===== src/rtl/pgb_pkg.sv =====
package pgb_pkg;

  typedef enum logic [1:0] {
    PGB_IDLE  = 2'd0,
    PGB_FILL  = 2'd1,
    PGB_DRAIN = 2'd2
  } pgb_state_e;

  // programming can only clear bits
  function automatic logic [7:0] prog_merge(input logic [7:0] old_val,
                                            input logic [7:0] new_val);
    return old_val & new_val;
  endfunction

  // join high and low nibbles into a byte
  function automatic logic [7:0] nib_join(input logic [3:0] hi,
                                          input logic [3:0] lo);
    return {hi, lo};
  endfunction

endpackage


===== src/rtl/pgb_nib_pack.sv =====
module pgb_nib_pack (
  input  logic       clk,
  input  logic       rst_n,
  input  logic       clr,
  input  logic       nib_vld,
  input  logic [3:0] nib_dat,
  output logic       byte_stb,
  output logic [7:0] byte_dat,
  output logic       half_pend
);
  import pgb_pkg::*;

  logic       phase_q;
  logic [3:0] hi_q;

  always_ff @(posedge clk or negedge rst_n) begin
    if (!rst_n) begin
      phase_q <= 1'b0;
      hi_q    <= '0;
    end else if (clr) begin
      phase_q <= 1'b0;
    end else if (nib_vld) begin
      if (!phase_q) begin
        hi_q    <= nib_dat;
        phase_q <= 1'b1;
      end else begin
        phase_q <= 1'b0;
      end
    end
  end

  assign byte_stb  = nib_vld && phase_q && !clr;
  assign byte_dat  = nib_join(hi_q, nib_dat);
  assign half_pend = phase_q;

endmodule


===== src/rtl/pgb_store.sv =====
module pgb_store #(
  parameter int PAGE_BYTES = 256,
  localparam int OFF_W = $clog2(PAGE_BYTES)
) (
  input  logic             clk,
  input  logic             rst_n,
  input  logic             clr_all,
  input  logic             wr_en,
  input  logic [OFF_W-1:0] wr_off,
  input  logic [7:0]       wr_byte,
  input  logic [OFF_W-1:0] rd_off,
  output logic [7:0]       rd_byte,
  output logic             rd_flag,
  output logic             flag_any,
  output logic [OFF_W:0]   flag_cnt
);

  logic [7:0]            mem [PAGE_BYTES];
  logic [PAGE_BYTES-1:0] flags_q;
  logic [OFF_W:0]        cnt_q;

  always_ff @(posedge clk) begin
    if (wr_en) mem[wr_off] <= wr_byte;
  end

  always_ff @(posedge clk or negedge rst_n) begin
    if (!rst_n) begin
      flags_q <= '0;
      cnt_q   <= '0;
    end else if (clr_all) begin
      flags_q <= '0;
      cnt_q   <= '0;
    end else if (wr_en) begin
      flags_q[wr_off] <= 1'b1;
      if (!flags_q[wr_off]) cnt_q <= cnt_q + 1'b1;
    end
  end

  assign rd_byte  = mem[rd_off];
  assign rd_flag  = flags_q[rd_off];
  assign flag_cnt = cnt_q;
  assign flag_any = (cnt_q != '0);

endmodule


===== src/rtl/pgb_ctrl.sv =====
module pgb_ctrl #(
  parameter int ADDR_W     = 24,
  parameter int PAGE_BYTES = 256,
  localparam int OFF_W  = $clog2(PAGE_BYTES),
  localparam int BASE_W = ADDR_W - OFF_W
) (
  input  logic              clk,
  input  logic              rst_n,
  input  logic              sel_n,
  input  logic              cmd_go,
  input  logic [ADDR_W-1:0] cmd_addr,
  input  logic              byte_stb,
  input  logic              flag_any,
  output logic              sess_start,
  output logic              fill_end,
  output logic              drain_start,
  output logic              nib_en,
  output logic [OFF_W-1:0]  fill_off,
  output logic [OFF_W-1:0]  scan_off,
  output logic [BASE_W-1:0] page_base,
  output logic              busy,
  output logic              done
);
  import pgb_pkg::*;

  pgb_state_e        state_q;
  logic [OFF_W-1:0]  fill_off_q;
  logic [OFF_W-1:0]  start_off_q;
  logic [BASE_W-1:0] base_q;
  logic [OFF_W-1:0]  scan_k_q;
  logic              done_q;
  logic              scan_last;

  always_comb begin
    sess_start  = (state_q == PGB_IDLE) && cmd_go && !sel_n;
    fill_end    = (state_q == PGB_FILL) && sel_n;
    drain_start = fill_end && flag_any;
    nib_en      = (state_q == PGB_FILL) && !sel_n;
    scan_last   = (scan_k_q == OFF_W'(PAGE_BYTES - 1));
  end

  always_ff @(posedge clk or negedge rst_n) begin
    if (!rst_n) begin
      state_q     <= PGB_IDLE;
      fill_off_q  <= '0;
      start_off_q <= '0;
      base_q      <= '0;
      scan_k_q    <= '0;
      done_q      <= 1'b0;
    end else begin
      done_q <= 1'b0;
      unique case (state_q)
        PGB_IDLE: begin
          if (sess_start) begin
            state_q     <= PGB_FILL;
            fill_off_q  <= cmd_addr[OFF_W-1:0];
            start_off_q <= cmd_addr[OFF_W-1:0];
            base_q      <= cmd_addr[ADDR_W-1:OFF_W];
          end
        end
        PGB_FILL: begin
          if (fill_end) begin
            scan_k_q <= '0;
            state_q  <= drain_start ? PGB_DRAIN : PGB_IDLE;
          end else if (byte_stb) begin
            fill_off_q <= fill_off_q + 1'b1;
          end
        end
        PGB_DRAIN: begin
          scan_k_q <= scan_k_q + 1'b1;
          if (scan_last) begin
            state_q <= PGB_IDLE;
            done_q  <= 1'b1;
          end
        end
        default: state_q <= PGB_IDLE;
      endcase
    end
  end

  assign fill_off  = fill_off_q;
  assign scan_off  = start_off_q + scan_k_q;
  assign page_base = base_q;
  assign busy      = (state_q == PGB_DRAIN);
  assign done      = done_q;

endmodule


===== src/rtl/pgb_wrap.sv =====
module pgb_wrap #(
  parameter int ADDR_W     = 24,
  parameter int PAGE_BYTES = 256
) (
  input  logic              clk,
  input  logic              rst_n,
  input  logic              sel_n,
  input  logic              cmd_go,
  input  logic [ADDR_W-1:0] cmd_addr,
  input  logic              nib_vld,
  input  logic [3:0]        nib_dat,
  input  logic [7:0]        arr_rdata,
  output logic              wr_vld,
  output logic [ADDR_W-1:0] wr_addr,
  output logic [7:0]        wr_data,
  output logic              commit_busy,
  output logic              commit_done
);
  import pgb_pkg::*;

  localparam int OFF_W  = $clog2(PAGE_BYTES);
  localparam int BASE_W = ADDR_W - OFF_W;

  // named internal events, visible to the checker
  logic              ev_start;
  logic              ev_fill_end;
  logic              ev_drain;
  logic              nib_en;
  logic              byte_stb;
  logic [7:0]        byte_dat;
  logic              half_pend;
  logic [OFF_W-1:0]  fill_off;
  logic [OFF_W-1:0]  scan_off;
  logic [BASE_W-1:0] page_base;
  logic [7:0]        stage_byte;
  logic              stage_flag;
  logic              flag_any;
  logic [OFF_W:0]    flag_cnt;

  pgb_ctrl #(.ADDR_W(ADDR_W), .PAGE_BYTES(PAGE_BYTES)) u_ctrl (
    .clk(clk), .rst_n(rst_n), .sel_n(sel_n), .cmd_go(cmd_go),
    .cmd_addr(cmd_addr), .byte_stb(byte_stb), .flag_any(flag_any),
    .sess_start(ev_start), .fill_end(ev_fill_end), .drain_start(ev_drain),
    .nib_en(nib_en), .fill_off(fill_off), .scan_off(scan_off),
    .page_base(page_base), .busy(commit_busy), .done(commit_done)
  );

  pgb_nib_pack u_pack (
    .clk(clk), .rst_n(rst_n), .clr(ev_start | ev_fill_end),
    .nib_vld(nib_vld && nib_en), .nib_dat(nib_dat),
    .byte_stb(byte_stb), .byte_dat(byte_dat), .half_pend(half_pend)
  );

  pgb_store #(.PAGE_BYTES(PAGE_BYTES)) u_store (
    .clk(clk), .rst_n(rst_n), .clr_all(ev_start),
    .wr_en(byte_stb), .wr_off(fill_off), .wr_byte(byte_dat),
    .rd_off(scan_off), .rd_byte(stage_byte), .rd_flag(stage_flag),
    .flag_any(flag_any), .flag_cnt(flag_cnt)
  );

  assign wr_vld  = commit_busy && stage_flag;
  assign wr_addr = {page_base, scan_off};
  assign wr_data = prog_merge(arr_rdata, stage_byte);

endmodule


===== config.mk =====
export PLATFORM = sky130hd
export DESIGN_NAME = pgb_wrap
export DESIGN_NICKNAME = d
export VERILOG_FILES = /design/src/rtl/pgb_pkg.sv /design/src/rtl/pgb_nib_pack.sv /design/src/rtl/pgb_store.sv /design/src/rtl/pgb_ctrl.sv /design/src/rtl/pgb_wrap.sv
export SDC_FILE = /design/constraint.sdc
export NUM_CORES = 2
export LEC_CHECK = 0
export BUFFER_PORTS_ARGS = -buffer_cell sky130_fd_sc_hd__buf_2
export CAP_MARGIN = 20
export CORE_UTILIZATION = 65
export CTS_BUF_LIST = sky130_fd_sc_hd__clkbuf_4 sky130_fd_sc_hd__clkbuf_8
export DETAILED_ROUTE_END_ITERATION = 7
export PLACE_DENSITY = 0.81
export SLEW_MARGIN = 20
export SYNTH_ARGS = -nofsm -noshare
export SYNTH_HDL_FRONTEND = slang
export SYNTH_SLANG_ARGS = --single-unit

===== constraint.sdc =====
create_clock -name clk -period 4.5 [get_ports clk]
set_clock_uncertainty 0.1 [all_clocks]
set_input_delay 0.45 -clock clk [delete_from_list [all_inputs] [get_ports clk]]
set_output_delay 0.45 -clock clk [all_outputs]
set_load 0.02 [all_outputs]

==> flow_summary.toml <==
[outcome]
run_status = "finished with violations"
failed_checks = "negative hold slack, negative setup slack"

[power_and_ir_drop]
power_density_nw_per_um2 = 648
power_leakage_nw = 37.8
ir_drop_uv = 630
finalPower_mw = 70.7

[clock_network]
cts_tree = "yes"
numCtsBuffers = 372
clock_latency_ps = 1040
cts.clk_slew.worst_paths_ps = 60
clockBufferDepth = 4
cts_sinks = 2361
htree_num_levels = 5
root_buffer = "clkbuf_8"

[detailed_routing]
drt-initial-drc-count = 7115
vias = 53700
viasPerCell = 6.86
wire_per_inst_um = 31.9
post-route-drc-count = 0
firstDrtPassIters = 7
drtAntennaViolNets = 0
routed_wl_um = 250000

[critical_path]
cpPeakStageDelay_ps = 820
crit_family = "compound AO/OA/AOI/OAI gates"
worst_r2r_path_depth = 4
r2r_slack_ps = 500
crit_chain = "ha_4 > fa_4 > buf_12 > buf_4 > buf_4 > mux4_2 > nand2_1 > and3_1 > a311oi_1 > o311ai_1 > buf_4 > o21ai_0 > o41a_1 > buf_2"
cpMostUsedCell = "buf_4"
path_max_fanout = 14
arrival_ps = 5200
rr_startpoint = "u_ctrl.fill_off[0]$_DFFE_PN0P_"
reg2reg_to = "u_store.mem[8][1]$_DFFE_PP_"
path_class = "flop to output port"
crit_cells = 14
end_kind = "output port"
crit_path_top_delay_cell = "fa_4"
crit_path_start_kind = "flop"
cp.required_ps = 3950
crit_end = "wr_data[3]"
crit_path_start = "u_ctrl.scan_k_q[0]$_DFFE_PN0P_"
cp.buffers_inverters = 5

[global_route]
grt_pass1_wl_um = 362000
antenna_found_initial = 14
grt_max_degree = 197
grt_usage = 0.344
grt_pass1_vias = 54500
grt_overflow = 0

[logic_synthesis]
synth_edf_count = 2048
synth_seq_area_share = 0.731
ys_types = 73
syn-cell-area_um2 = 94900
synth_area_leaders = "edfxtp_1 (65%), mux4_2 (18%), dfrtp_1 (8.3%)"
synth-async-reset-ratio = 0.133
ys_ff_latch = 2361
ys_warn_count = 0
synth_top_area_frac = 0.648
synth_top_area_cell = "edfxtp_1"
avgSynthCellArea_um2 = 19.3
synth_cells = 4921
synth_ff_type = "edfxtp_1"
synth.net_count = 4977

[timing]
finalSetupViolations = 9
setup_slack_ps = -1250
tightestPinTransition_ps = 1150
relSlewSlack = 0.230
whs_ps = -1.15
fmax_mhz = 174
fin_crit_sh = 1.28
post-route-min-period_ps = 5750
hold_viol = 1
rsz0062_at_grt = "true"
final_max_slew_viol_count = 0

[placed_design]
pre_cts_ws_ps = -585
port_buffers = 75
hpwl_um = 154000
dp.cells = 7103
gp_congestion = 0.934

[final_layout]
ff_latch_area_um2 = 69400
layout_common_cells = "edfxtp_1 (2048), nor2_1 (746), mux4_2 (740)"
areaGrowthSynthToFinish_pct = 15.1
final_common_cell = "edfxtp_1"
layout.cells.non_filler = 7837
nFillCells = 7271
drive_gt1_frac = 0.336
multi_input_area_um2 = 24400
final_net_count = 5687

[floorplan]
core-area_um2 = 144000
die_w_um = 384
std_cell_rows = 139
pin_count = 76
start_util = 0.658
die_area_um2 = 147000
die_h_um = 384

[flow_run]
drv_cap = 0

[min_path]
holdCritPathClass = "input pin to flop"
## metal layers
metal / wire, um / GRT usage / vias to the layer above
met5: 86 / 0 / -
met4: 14300 / 0.182 / 12
met3: 30700 / 0.0965 / 794
met2: 119000 / 0.530 / 4104
met1: 85300 / 0.455 / 27600
li1: - / - / 21200
## stage by stage
step	instance area (um2)	utilization	TNS, ps
after floorplan	94900	-	0
after global placement	101000	0.701	-1870
after detailed placement	101000	0.701	-2130
after CTS	109000	0.756	-10670
after global routing	109000	0.757	-11360
final	109000	0.757	-10810
## flip-flops by register name, summed over array words and instances (netlist names)
name	count
u_ctrl.done	1
u_ctrl.scan_k_q	8
u_ctrl.state_q	2
u_ctrl.start_off_q	8
u_ctrl.fill_off	8
u_store.mem	2048
u_pack.hi_q	4
u_store.flags_q	256
u_ctrl.page_base	16
u_pack.half_pend	1
u_store.flag_cnt	9
## worst min-delay path by stage
stage,from,endpoint,cells after the start
final,nib_dat[0],u_store.mem[249][0]$_DFFE_PP_,1
after global routing,nib_dat[0],u_store.mem[249][0]$_DFFE_PP_,1
after CTS,cmd_addr[17],u_ctrl.page_base[9]$_DFFE_PN0P_,4
after detailed placement,u_ctrl.page_base[8]$_DFFE_PN0P_,u_ctrl.page_base[8]$_DFFE_PN0P_,2
after global placement,u_ctrl.page_base[14]$_DFFE_PN0P_,u_ctrl.page_base[14]$_DFFE_PN0P_,2
after floorplan,rst_n,u_ctrl.done$_DFF_PN0_,0
## power breakdown
group	switching, mW	leakage, nW	internal [mW]
clock	8.11	3.86	9.49
sequential	0.813	22.7	25.4
combinational	14.8	11.2	12.1
total	23.7	37.8	47.0
## cell type report
cell class | count | area share
diodes | 12 | 0.000275
well taps | 1903 | 0.0218
repair buffers | 630 | 0.0524
multi-input cells | 2249 | 0.224
clock inverters | 123 | 0.00542
flip-flops and latches | 2361 | 0.635
inverters | 17 | 0.000734
clock buffers | 542 | 0.0604
## what timing repair did
item,4_1_cts,5_1_grt
hold endpoints to repair,351,0
pin swaps,5,1
hold buffers,42,0
gates cloned,1,2
gates resized for setup,41,13
setup buffers,9,3
endpoints found under the setup margin,9,10
## logic make-up after synthesis
group | after synthesis | synth area share
buf+inv | 311 | 0.0142
xor+xnor | 13 | 0.00128
simple gates | 1208 | 0.0516
fa+ha+maj | 15 | 0.00206
compound gates | 210 | 0.0158
mux | 803 | 0.184
flops | 2361 | 0.731
## cells in the mapped netlist (all sizes together) (4+ instances only)
library cell and number:
a311oi 17, xnor2 7, a31oi 7, o21a 32, nand2b 4, and4 10, nand3b 4, nand2 314
o311ai 8, ha 14, a21oi 50, o22ai 12, nand3 42, nor3 16, inv 16, buf 157
o41a 8, a22oi 14, dfrtp 313, nand4 11, clkbuf 137, nor2b 12, o21ai 22, xor2 6
nor2 747, a211oi 11, edfxtp 2048, mux4 749, mux2 11, mux2i 43, and3 27, a21o 4
and2 7
Note: power is estimated with default switching activity, not from simulation.
